$ cat src/rtl/pbt_pkg.sv
`timescale 1ns/1ps
package pbt_pkg;
  typedef enum logic [2:0] {
    OP_NOP = 3'd0,
    OP_ADD = 3'd1,
    OP_SUB = 3'd2,
    OP_XOR = 3'd3,
    OP_SLD = 3'd4,
    OP_LD  = 3'd5,
    OP_CHK = 3'd6,
    OP_LDI = 3'd7
  } op_e;
endpackage

$ cat src/rtl/pbt_rst_sync.sv
`timescale 1ns/1ps
module pbt_rst_sync #(
  parameter int STAGES = 2
) (
  input  logic clk,
  input  logic rst_n,
  output logic rst_sync_n
);
  logic [STAGES-1:0] sync_q;
  logic [STAGES-1:0] sync_d;

  always_comb begin
    sync_d = {sync_q[STAGES-2:0], 1'b1};
  end

  always_ff @(posedge clk or negedge rst_n) begin
    if (!rst_n) sync_q <= '0;
    else        sync_q <= sync_d;
  end

  assign rst_sync_n = sync_q[STAGES-1];
endmodule

$ cat src/rtl/pbt_regfile.sv
`timescale 1ns/1ps
module pbt_regfile #(
  parameter  int NREG = 8,
  parameter  int DW   = 16,
  localparam int RW   = $clog2(NREG)
) (
  input  logic          clk,
  input  logic          rst_n,
  input  logic          wr_en,
  input  logic [RW-1:0] wr_addr,
  input  logic [DW-1:0] wr_data,
  input  logic          wr_poison,
  input  logic [RW-1:0] ra_addr,
  output logic [DW-1:0] ra_data,
  output logic          ra_poison,
  input  logic [RW-1:0] rb_addr,
  output logic [DW-1:0] rb_data,
  output logic          rb_poison,
  input  logic [RW-1:0] rc_addr,
  output logic [DW-1:0] rc_data,
  output logic          rc_poison
);
  logic [NREG-1:0][DW-1:0] data_v;
  logic [NREG-1:0]         pois_v;

  for (genvar g = 0; g < NREG; g++) begin : g_cell
    if (g == 0) begin : g_zero
      assign data_v[g] = '0;
      assign pois_v[g] = 1'b0;
    end else begin : g_reg
      logic          cell_en;
      logic [DW-1:0] cell_data_q, cell_data_d;
      logic          cell_pois_q, cell_pois_d;

      assign cell_en = wr_en && (wr_addr == RW'(g));

      always_comb begin
        cell_data_d = cell_data_q;
        cell_pois_d = cell_pois_q;
        if (cell_en) begin
          cell_data_d = wr_data;
          cell_pois_d = wr_poison;
        end
      end

      always_ff @(posedge clk or negedge rst_n) begin
        if (!rst_n) begin
          cell_data_q <= '0;
          cell_pois_q <= 1'b0;
        end else if (cell_en) begin
          cell_data_q <= cell_data_d;
          cell_pois_q <= cell_pois_d;
        end
      end

      assign data_v[g] = cell_data_q;
      assign pois_v[g] = cell_pois_q;
    end
  end

  assign ra_data   = data_v[ra_addr];
  assign ra_poison = pois_v[ra_addr];
  assign rb_data   = data_v[rb_addr];
  assign rb_poison = pois_v[rb_addr];
  assign rc_data   = data_v[rc_addr];
  assign rc_poison = pois_v[rc_addr];
endmodule

$ cat src/rtl/pbt_exec.sv
`timescale 1ns/1ps
module pbt_exec
  import pbt_pkg::*;
#(
  parameter int DW = 16
) (
  input  logic          cmd_valid,
  input  logic [2:0]    cmd_op,
  input  logic [DW-1:0] cmd_imm,
  input  logic [DW-1:0] a_data,
  input  logic          a_poison,
  input  logic [DW-1:0] b_data,
  input  logic          b_poison,
  input  logic [DW-1:0] mem_rdata,
  input  logic          mem_fault,
  output logic          wr_en,
  output logic [DW-1:0] wr_data,
  output logic          wr_poison,
  output logic          trap_set,
  output logic          redir_set
);
  op_e op;
  assign op = op_e'(cmd_op);

  always_comb begin
    wr_en     = 1'b0;
    wr_data   = '0;
    wr_poison = 1'b0;
    trap_set  = 1'b0;
    redir_set = 1'b0;
    if (cmd_valid) begin
      unique case (op)
        OP_ADD: begin
          wr_en     = 1'b1;
          wr_data   = a_data + b_data;
          wr_poison = a_poison | b_poison;
        end
        OP_SUB: begin
          wr_en     = 1'b1;
          wr_data   = a_data - b_data;
          wr_poison = a_poison | b_poison;
        end
        OP_XOR: begin
          wr_en     = 1'b1;
          wr_data   = a_data ^ b_data;
          wr_poison = a_poison | b_poison;
        end
        OP_SLD: begin
          wr_en     = 1'b1;
          wr_data   = mem_fault ? '0 : mem_rdata;
          wr_poison = mem_fault;
        end
        OP_LD: begin
          wr_en    = !mem_fault;
          wr_data  = mem_rdata;
          trap_set = mem_fault;
        end
        OP_CHK: begin
          redir_set = a_poison;
        end
        OP_LDI: begin
          wr_en   = 1'b1;
          wr_data = cmd_imm;
        end
        default: begin
          wr_en = 1'b0;
        end
      endcase
    end
  end
endmodule

$ cat src/rtl/pbt_event_reg.sv
`timescale 1ns/1ps
module pbt_event_reg #(
  parameter int DW = 16
) (
  input  logic          clk,
  input  logic          rst_n,
  input  logic          trap_set,
  input  logic          redir_set,
  input  logic [DW-1:0] redir_addr,
  output logic          trap_q,
  output logic          redir_q,
  output logic [DW-1:0] target_q
);
  logic          trap_d, redir_d;
  logic [DW-1:0] target_d;

  always_comb begin
    trap_d   = trap_set;
    redir_d  = redir_set;
    target_d = redir_set ? redir_addr : target_q;
  end

  always_ff @(posedge clk or negedge rst_n) begin
    if (!rst_n) begin
      trap_q  <= 1'b0;
      redir_q <= 1'b0;
    end else begin
      trap_q  <= trap_d;
      redir_q <= redir_d;
    end
  end

  always_ff @(posedge clk or negedge rst_n) begin
    if (!rst_n)         target_q <= '0;
    else if (redir_set) target_q <= target_d;
  end
endmodule

$ cat src/rtl/poison_tracker.sv
`timescale 1ns/1ps
module poison_tracker #(
  parameter  int NREG = 8,
  parameter  int DW   = 16,
  localparam int RW   = $clog2(NREG)
) (
  input  logic          clk,
  input  logic          rst_n,
  input  logic          cmd_valid,
  input  logic [2:0]    cmd_op,
  input  logic [RW-1:0] cmd_dst,
  input  logic [RW-1:0] cmd_srca,
  input  logic [RW-1:0] cmd_srcb,
  input  logic [DW-1:0] cmd_imm,
  input  logic [DW-1:0] mem_rdata,
  input  logic          mem_fault,
  output logic          redirect_valid,
  output logic [DW-1:0] redirect_target,
  output logic          trap_valid,
  input  logic [RW-1:0] rd_addr,
  output logic [DW-1:0] rd_data,
  output logic          rd_poison
);
  logic          rst_sync_n;
  logic [DW-1:0] a_data, b_data, wr_data;
  logic          a_poison, b_poison, wr_poison;
  logic          wr_en, trap_set, redir_set;

  pbt_rst_sync #(.STAGES(2)) u_rst (
    .clk        (clk),
    .rst_n      (rst_n),
    .rst_sync_n (rst_sync_n)
  );

  pbt_regfile #(.NREG(NREG), .DW(DW)) u_rf (
    .clk       (clk),
    .rst_n     (rst_sync_n),
    .wr_en     (wr_en),
    .wr_addr   (cmd_dst),
    .wr_data   (wr_data),
    .wr_poison (wr_poison),
    .ra_addr   (cmd_srca),
    .ra_data   (a_data),
    .ra_poison (a_poison),
    .rb_addr   (cmd_srcb),
    .rb_data   (b_data),
    .rb_poison (b_poison),
    .rc_addr   (rd_addr),
    .rc_data   (rd_data),
    .rc_poison (rd_poison)
  );

  pbt_exec #(.DW(DW)) u_exec (
    .cmd_valid (cmd_valid),
    .cmd_op    (cmd_op),
    .cmd_imm   (cmd_imm),
    .a_data    (a_data),
    .a_poison  (a_poison),
    .b_data    (b_data),
    .b_poison  (b_poison),
    .mem_rdata (mem_rdata),
    .mem_fault (mem_fault),
    .wr_en     (wr_en),
    .wr_data   (wr_data),
    .wr_poison (wr_poison),
    .trap_set  (trap_set),
    .redir_set (redir_set)
  );

  pbt_event_reg #(.DW(DW)) u_evt (
    .clk        (clk),
    .rst_n      (rst_sync_n),
    .trap_set   (trap_set),
    .redir_set  (redir_set),
    .redir_addr (cmd_imm),
    .trap_q     (trap_valid),
    .redir_q    (redirect_valid),
    .target_q   (redirect_target)
  );
endmodule

$ cat config.mk
export PLATFORM = sky130hd
export DESIGN_NAME = poison_tracker
export DESIGN_NICKNAME = d
export VERILOG_FILES = /design/src/rtl/pbt_pkg.sv /design/src/rtl/pbt_rst_sync.sv /design/src/rtl/pbt_regfile.sv /design/src/rtl/pbt_exec.sv /design/src/rtl/pbt_event_reg.sv /design/src/rtl/poison_tracker.sv
export SDC_FILE = /design/constraint.sdc
export NUM_CORES = 1
export LEC_CHECK = 0
export ABC_AREA = 1
export BUFFER_PORTS_ARGS = -buffer_cell sky130_fd_sc_hd__buf_2
export CORE_MARGIN = 2
export CORE_UTILIZATION = 55
export DETAILED_ROUTE_END_ITERATION = 7
export GPL_TIMING_DRIVEN = 0
export PLACE_DENSITY = 0.74
export RECOVER_POWER = 50
export SLEW_MARGIN = 20
export SYNTH_ARGS = -nofsm -noshare
export SYNTH_HDL_FRONTEND = slang
export SYNTH_SLANG_ARGS = --single-unit
$ cat constraint.sdc
create_clock -name clk -period 11.1 [get_ports clk]
set_clock_uncertainty 0.2 [all_clocks]
set_input_delay 1.11 -clock clk [delete_from_list [all_inputs] [get_ports clk]]
set_output_delay 1.11 -clock clk [all_outputs]
set_load 0.02 [all_outputs]
== Yosys cells after proc, flatten, opt, wreduce, memory -nomap -nowiden ==
Index checks and enable logic that the tools add are counted.
W data, S select, Z words.

* Mux-type cells: 23
* Magnitude comparators: 3
* $add $sub $neg: 2
* Eq/ne operators: 14
* Bitwise logic cells: 2
* Reductions and logical operators: 10

{| class="wikitable"
|+ Operator list
! operator !! number
|-
| $bmux W16 S3 || 3
|-
| $pmux W16 S6 || 1
|-
| $mux W16 || 5
|-
| $eq A3 B3 Y1 const B || 8
|-
| $add A16 B16 Y16 || 1
|-
| $sub A16 B16 Y16 || 1
|-
| $xor A16 B16 Y16 || 1
|-
| $eq A3 B2 Y1 const B || 4
|-
| $lt A3 B4 Y1 const B || 3
|-
| $bmux W1 S3 || 3
|-
| $mux W1 || 9
|-
| $logic_and A1 B1 Y1 || 7
|-
| $eq A3 B1 Y1 const B || 2
|-
| $reduce_or A5 Y1 || 1
|-
| $pmux W1 S2 || 2
|-
| $reduce_or A3 Y1 || 1
|-
| $logic_not A1 Y1 || 1
|-
| $or A1 B1 Y1 || 1
|}

* Word-level logic and storage cells: 72
* Register bits after elaboration: 139
* Output and inout port bits: 35

== Longest topological paths before layout ==
Gate-level depths: netlist of run 1.

* Depth in word-level cells: 5
* Mapped depth: 29

== Hierarchy ==
Synthesis of run 1 repeated with hierarchy kept, for this count alone.

* Cells, all modules: 1765
* Area, all modules: 10617.7 µm²

{| class="wikitable"
|+ Modules (own cells, without submodules)
! module !! cells each !! instances !! sequential area each (µm²) !! area an instance (µm²)
|-
| pbt_regfile || 1349 || 1 || 2977.9 || 8050.2
|-
| pbt_exec || 343 || 1 || 0.0 || 1819.2
|-
| pbt_event_reg || 70 || 1 || 450.4 || 694.4
|-
| pbt_rst_sync || 3 || 1 || 50.0 || 53.8
|}

== Worst setup path before layout of run 1 ==
Ideal clock, no wire load.

* Kind: in2reg
* Start point: input port cmd_srcb[0]
* End point: register u_rf.g_cell[1].g_reg.cell_data_q[10]
* Stages: 25
* Buffers on the path: 2
* Path slack: 6.832 ns
* Data required time: 10.782 ns
* Arrival time: 3.950 ns
* Setup time: 0.118 ns
* Cells stage by stage: buf_6 > buf_6 > o21ai_0 > nand2_1 > nand2_1 > nand2_1 > nand2_2 > inv_1 > ha_1 > or2_2 > o21ai_0 > inv_1 > fa_1 > inv_1 > nand3_1 > nand2_1 > nand2_1 > nand2_1 > a21oi_1 > o21ai_0 > o211ai_1 > nand3_1 > nand4_2 > nand3_1 > nand2_1

* Word-level cells in the longest chain between the ends: 5
* Elaborated cells on any way between the ends: 7
* Classes of those cells: 2 x add/sub; 4 x mux; 1 x bitwise

{| class="wikitable"
|+ Ends and longest elaborated chain
! what !! line !! RTL
|-
| from (decl) || poison_tracker.sv:13 || <nowiki>input logic [RW-1:0] cmd_srcb,</nowiki>
|-
| $bmux W16 S3 * || pbt_regfile.sv:63 || <nowiki>assign rb_data = data_v[rb_addr];</nowiki>
|-
| $mux W16 (implied by the code) * || pbt_regfile.sv:63 ||
|-
| $sub A16 B16 Y16, or another cell as far along || pbt_exec.sv:40 || <nowiki>wr_data = a_data - b_data;</nowiki>
|-
| $pmux W16 S6 * || pbt_exec.sv:32 || <nowiki>unique case (op)</nowiki>
|-
| $mux W16 * || pbt_exec.sv:31 || <nowiki>if (cmd_valid) begin</nowiki>
|-
| to (signal assigned) || pbt_regfile.sv:51 || <nowiki>cell_data_q <= cell_data_d;</nowiki>
|-
| to (decl) || pbt_regfile.sv:32 || <nowiki>logic [DW-1:0] cell_data_q, cell_data_d;</nowiki>
|}

Mark *: on every way between the ends. The rest lies on a longest branch, timed or not. The select of a mux whose other input is x is not followed.
A chain may end at the register's enable or synchronous reset.

==> results of run 1 <==
[worst reg2reg max path, cell delays in order, from the launching register on]
cell	delay (ns)
dfrtp_1	1.53
clkbuf_1	1.87
clkbuf_1	2.13
[cell families (layout without fill, tap and decap cells)]
logic type	Yosys count	count (layout)	share of synthesized area [%]
XOR/XNOR	15	15	1.27
AO/OA/AOI/OAI	458	458	24.5
flip-flops	139	139	33.5
buffers and inverters	273	384	12.2
other	1	1	0.0361
adder cells (fa/ha/maj)	17	17	2.12
AND/OR/NAND/NOR	631	631	26.4
[cell usage after synthesis, types with 2 or more instances]
master / number / area share (%)
buf_4: 9 / 0.65
nand3_1: 139 / 6.7
a21boi_0: 9 / 0.65
nand3b_1: 4 / 0.29
or2_1: 3 / 0.18
xor2_1: 13 / 1.1
a32oi_2: 2 / 0.31
o21bai_1: 4 / 0.29
inv_2: 6 / 0.22
o211ai_1: 7 / 0.51
xnor2_1: 2 / 0.17
a32oi_1: 14 / 1.2
o21ai_1: 26 / 1.3
inv_1: 170 / 6.1
nand4_1: 4 / 0.24
nand2_1: 402 / 15
o2111ai_1: 3 / 0.25
nand4_2: 2 / 0.24
nor2_1: 46 / 1.7
inv_4: 2 / 0.12
nor2_4: 2 / 0.22
a41oi_2: 3 / 0.47
a21oi_2: 2 / 0.17
o21ai_0: 225 / 11
nand2_2: 7 / 0.42
buf_2: 33 / 1.6
ha_1: 16 / 1.9
nor4_4: 4 / 0.82
buf_6: 17 / 1.8
nor3_1: 5 / 0.24
a21oi_1: 133 / 6.4
a31oi_1: 21 / 1.3
clkbuf_1: 31 / 1.1
a21boi_1: 2 / 0.14
dfrtp_1: 139 / 34
or2_2: 8 / 0.48
nor2_2: 3 / 0.18
[registers in the layout (all words and copies together) (netlist names)]
signal and count:
u_rf.g_cell.g_reg.cell_pois_q 7, u_evt.target_q 16, u_rf.g_cell.g_reg.cell_data_q 112, u_evt.trap_q 1, u_rst.sync_q 2, u_evt.redir_q 1
[metal layers]
metal / vias to the layer above / wire (um) / GRT usage (%)
li1: 5289 / - / -
met1: 5456 / 16600 / 55.2
met2: 871 / 18800 / 66.5
met3: 220 / 5800 / 12.7
met4: 0 / 2560 / 22.9
met5: - / 0 / 0.501
[metrics by stage]
stage	area [um^2]	hold WS [ns]
floorplan	10400	0.131
global placement	11100	0.133
detailed placement	11100	0.158
CTS	11700	0.168
global route	11700	0.167
finish	11700	0.160
[layout make-up]
cell class / count / area [um^2]
clock inverter: 13 / 154
buffer: 93 / 579
timing repair buffer: 79 / 372
multi-input combinational: 1122 / 5640
fill: 1793 / 6930
tap: 234 / 293
sequential: 139 / 3480
clock buffer: 19 / 453
inverter: 180 / 686
[placed cells by master (no fill, tap or decap), drive strengths merged]
cell	synthesis	routed
nor3	5	5
xnor2	2	2
nand2	409	409
nor2	51	51
clkinvlp	0	1
fa	1	1
ha	16	16
o31ai	1	1
nand4	6	6
inv	179	187
o211ai	7	7
dfrtp	139	139
xor2	13	13
a41oi	3	3
and2	1	1
or2	11	11
a21o	1	1
clkbuf	31	69
nor4	4	4
buf	62	122
a31oi	22	22
bufinv	0	2
o221ai	1	1
clkinv	1	3
a21oi	135	135
a32oi	16	16
conb	1	1
o21bai	4	4
o21ai	252	252
o2111ai	4	4
nand3b	4	4
nand3	140	140
o22ai	1	1
a21boi	11	11
[path summary, 6_finish.rpt]
path / from / to / slack [ns] / depth (start not counted)
worst max-delay path: u_rst.sync_q[1] / u_rf.g_cell[2].g_reg.cell_data_q[3] / 4.80 / 2
worst min-delay path: u_rst.sync_q[0] / u_rst.sync_q[1] / 0.16 / 0
worst max register to register: u_rst.sync_q[1] / u_rf.g_cell[2].g_reg.cell_data_q[3] / 4.80 / 2
worst min register to register: u_rst.sync_q[0] / u_rst.sync_q[1] / 0.16 / 0
max in group clk: cmd_srcb[2] / u_rf.g_cell[3].g_reg.cell_data_q[10] / 6.14 / 23
min in group asynchronous: rst_n / u_rst.sync_q[1] / 0.24 / 1
[power groups by stage]
stage | sequential (W) | clock [W] | combinational [W]
global route | 0.000701 | 0.000622 | 0.000707
global placement | 0.000699 | 0 | 0.000605
detailed placement | 0.000693 | 0 | 0.000624
finish | 0.000692 | 0.000612 | 0.000647
CTS | 0.000686 | 0.000607 | 0.000627
floorplan | 0.000690 | 0 | 0.000418
==> flow_metrics.py, run 1 <==
metrics = {
    "outcome": {
        "status": "complete, but fails checks",
        "violations": "capacitance limit, slew limit",
    },
    "run": {
        "cap_violations": 3,
    },
    "pwr": {
        "p_clk_share_pct": 31.4,
        "intPower_w": 0.00116,
        "p_sw_w": 0.000791,
        "p_total_w": 0.00195,
        "pwr_density_cell_nw_per_um2": 167,
        "power_frac_seq_pct": 35.5,
        "p_sw_share_pct": 40.6,
        "ir_drop_v": 0.000115,
        "leakage_nw": 5.58,
        "comb_power_share_pct": 33.2,
    },
    "global_route": {
        "track_usage_pct": 43.3,
        "overflow": 0,
        "grt_start_max_net_pins": 51,
        "grt_first_pass_wirelength_mm": 64.5,
        "grt_pass1_vias": 11028,
        "antenna_found_initial": 0,
    },
    "yosys": {
        "synth-warning-count": 0,
        "syn_nets": 1602,
        "netlist_area_um2": 10400,
        "synth_ff_type": "dfrtp_1",
        "avgSynthCellArea_um2": 6.77,
        "synth-edff-count": 0,
        "netlist_instances": 1534,
        "synth_seq_area_share_pct": 33.5,
        "ys_ff_latch": 139,
        "synthDistinctLibCells": 53,
        "async_flop_share_pct": 100,
    },
    "placed_design": {
        "gp_congestion": 1.10,
        "dp_hpwl_mm": 31.6,
        "io_buffers": 77,
        "place_inst": 1847,
        "pre_cts_ws_ns": 5.82,
    },
    "cts": {
        "clock_sinks": 139,
        "numCtsBuffers": 17,
        "cts_tree": "done",
        "cts_setup_buffers": 0,
        "insertion_delay_ns": 0.44,
        "cts.repair.resized": 0,
        "cts_root_buf": "clkbuf_16",
        "clk_pin_slew_ns": 0.07,
        "cts.path.max_buffers": 2,
        "htree_levels": 4,
        "holdBufCountCts": 0,
    },
    "timing": {
        "max_freq_mhz": 159,
        "min_period_ns": 6.30,
        "hold_viol": 0,
        "slew_headroom_pct": -90.6,
        "tns_ns": 0,
        "rsz0062_at_grt": "no",
        "fin_crit_sh_pct": 56.8,
        "drv_slew": 142,
        "worst_pin_slew_ns": 2.86,
        "setup_violations": 0,
        "setup_slack_ns": 4.80,
    },
    "route": {
        "wl_mm": 43.8,
        "wl_per_cell_um": 23.3,
        "vias": 11836,
        "ant_nets": 0,
        "drt_iter0_markers": 1807,
        "drcViolationCount": 0,
        "vias_per_cell": 6.30,
        "dr.pass1.iters": 8,
    },
    "floorplanning": {
        "io_pins": 86,
        "die_h_um": 141,
        "dieArea_um2": 20000,
        "coreArea_um2": 18600,
        "die_x_um": 141,
        "rows": 50,
        "floorplan.initialDensity_pct": 55.9,
    },
    "layout": {
        "area_growth_syn_to_layout_pct": 12.2,
        "final_util_pct": 62.7,
        "finalNonFillerCells": 1879,
        "finalNetCount": 1700,
        "diodes": 0,
        "drive_above_1_share_pct": 12.1,
    },
    "critical_path": {
        "crit_family": "buffers and inverters",
        "cp_cell_sequence": "clkbuf_1 -> clkbuf_1",
        "cp.arrival_ns": 6.03,
        "path_common_cell": "clkbuf_1",
        "critPathRequiredTime_ns": 10.83,
        "cpPeakStageDelay_ns": 2.12,
        "crit_slowest_cell": "clkbuf_1",
        "path_max_fanout": 50,
        "cp_num_buf_inv": 2,
        "cp-start-kind": "flop",
        "crit_path_end_kind": "asynchronous set/reset pin",
        "path_class": "reg2async",
    },
    "worst_hold_path": {
        "hold_path.class": "reg2reg",
    },
}
Power figures use the tool's default switching activity.
==> run 2: changes to the inputs <==
Settings changed: PLACE_DENSITY 0.74 to 0.77.
Clock period 11.1 ns to 5.07 ns, I/O delays scaled along.
==> run 2 against run 1 <==
  * First-iteration DRC count shrank 1.3%
  * Power up 120%
  * Critical path type is now in2reg
  * Die area unchanged
  * The run ends with DRC, capacitance limit, slew limit left
==> flow_metrics.py, run 2 (same netlist as run 1, synthesis figures left out) <==
metrics = {
    "timing": {
        "slew_headroom_pct": -56.6,
        "max_freq_mhz": 230,
        "drv_slew": 142,
        "fin_crit_sh_pct": 85.8,
        "rsz0062_at_grt": "no",
        "worst_pin_slew_ns": 2.35,
        "min_period_ns": 4.35,
        "setup_violations": 0,
        "hold_viol": 0,
    },
    "critical_path": {
        "rr_worst_depth": 1,
        "path_max_fanout": 10,
        "crit_start": "cmd_srcb[2]",
        "reg2reg_from": "u_rst.sync_q[1]",
        "cp-start-kind": "input pin",
        "critPathRequiredTime_ns": 5.20,
        "r2r_slack_ns": 0.98,
        "path_class": "in2reg",
        "r2r-end": "u_rf.g_cell[1].g_reg.cell_data_q[10]",
        "crit_path_end_kind": "flop",
        "cp.arrival_ns": 4.49,
        "cp-endpoint": "u_rf.g_cell[1].g_reg.cell_data_q[13]",
    },
    "cts": {
        "cts_tree": "done",
        "cts_setup_buffers": 0,
        "holdBufCountCts": 1,
        "htree_levels": 4,
        "clk_pin_slew_ns": 0.07,
        "cts_root_buf": "clkbuf_16",
        "cts.path.max_buffers": 2,
        "clock_sinks": 139,
        "insertion_delay_ns": 0.45,
        "cts.repair.resized": 0,
        "numCtsBuffers": 17,
    },
    "layout": {
        "layout_common_cells": "nand2_1, o21ai_0, inv_1, nand3_1, dfrtp_1",
        "finalNetCount": 1701,
        "final_util_pct": 62.7,
        "final_common_cell": "nand2_1",
        "largest_register_ffs": 112,
        "finalNonFillerCells": 1882,
        "drive_above_1_share_pct": 12.0,
        "regMostFlops": "u_rf.g_cell.g_reg.cell_data_q",
        "area_growth_syn_to_layout_pct": 12.2,
        "largestRegisters": "u_rf.g_cell.g_reg.cell_data_q (112), u_evt.target_q (16), u_rf.g_cell.g_reg.cell_pois_q (7)",
    },
    "outcome": {
        "status": "complete, but fails checks",
        "violations": "DRC, capacitance limit, slew limit",
    },
    "floorplanning": {
        "dieArea_um2": 20000,
        "floorplan.initialDensity_pct": 55.9,
        "die_x_um": 141,
        "io_pins": 86,
        "die_h_um": 141,
        "rows": 50,
        "coreArea_um2": 18600,
    },
    "route": {
        "wl_mm": 43.4,
        "wl_per_cell_um": 23.1,
        "ant_nets": 0,
        "drt_iter0_markers": 1783,
        "dr.pass1.iters": 8,
        "vias_per_cell": 6.30,
        "vias": 11856,
        "drcViolationCount": 19,
    },
    "global_route": {
        "grt_first_pass_wirelength_mm": 64.5,
        "overflow": 0,
        "track_usage_pct": 43.4,
        "grt_pass1_vias": 11148,
        "grt_start_max_net_pins": 52,
        "antenna_found_initial": 0,
    },
    "worst_hold_path": {
        "hold_path.class": "in2reg",
    },
    "placed_design": {
        "io_buffers": 77,
        "gp_congestion": 1.07,
        "dp_hpwl_mm": 31.3,
        "place_inst": 1847,
    },
    "pwr": {
        "leakage_nw": 5.57,
        "ir_drop_v": 0.000267,
        "pwr_density_cell_nw_per_um2": 361,
    },
    "run": {
        "cap_violations": 3,
    },
}
==> run 2: where the power goes <==
group          internal [W]  switching [W]  leakage (nW)
sequential          0.00133       0.000188          1.83
clock              0.000721       0.000563         0.277
combinational      0.000443       0.000966          3.46
==> run 2: critical path, stage by stage <==
cell and delay, ns:
buf_2 0.31, inv_1 0.32, buf_4 0.30, nand2_1 0.09, nand2_2 0.11, inv_1 0.08, ha_1 0.13, inv_1 0.05
nor2_1 0.15, nand4_1 0.18, nand2_1 0.14, nand2_1 0.09, xor2_1 0.15, ha_1 0.41, nand2_1 0.08, nor2_1 0.16
nand3_1 0.14, nand3_1 0.17, a21oi_1 0.10, or2_2 0.27, nand3_1 0.08, nand4_2 0.23, nand3_1 0.15, nand2_1 0.07
==> run 2: area by class of cell <==
cell class | instances | area (um^2)
diodes | 2 | 5.00
plain buffers | 93 | 579
clock buffers | 21 | 470
clock inverters | 11 | 110
fillers | 1768 | 6930
inverters | 180 | 686
multi-input cells | 1122 | 5640
flip-flops and latches | 139 | 3480
well taps | 234 | 293
repair buffers | 80 | 390
==> run 2: worst min path at each step <==
| stage | slack (ns) | from | cells after the start | end |
|---|---|---|---|---|
| 4_1_cts | 0.09 | cmd_imm[3] | 3 | u_evt.target_q[3] |
| 6_report | 0.09 | cmd_imm[4] | 3 | u_evt.target_q[4] |
| 5_1_grt | 0.12 | cmd_imm[10] | 3 | u_evt.target_q[10] |
| 3_3_place_gp | 0.09 | rst_n | 1 | u_rst.sync_q[1] |
| 3_5_place_dp | 0.09 | rst_n | 1 | u_rst.sync_q[0] |
| 2_1_floorplan | 0.01 | rst_n | 0 | u_rst.sync_q[0] |
==> run 2: routing by layer <==
metal	share of wire, %	track usage (%)	routed length, um	vias up
met5	0	0	0	-
met4	6.4	23.1	2760	0
met3	14	15.5	6210	243
met2	43	66.5	18600	916
met1	36	53.8	15800	5389
li1	-	-	-	5308
==> run 2: metrics by stage <==
stage	setup TNS (ns)	total power, W	worst slack (ns)	cell area (um^2)	hold WS, ns
after floorplan	0	0.00243	0.710	10400	0.0114
after global placement	-127.58	0.00284	-0.947	11100	0.0921
after detailed placement	0	0.00288	0.428	11100	0.0943
after CTS	0	0.00414	0.883	11700	0.0890
after global routing	0	0.00440	0.227	11600	0.118
final	0	0.00421	0.718	11600	0.0883
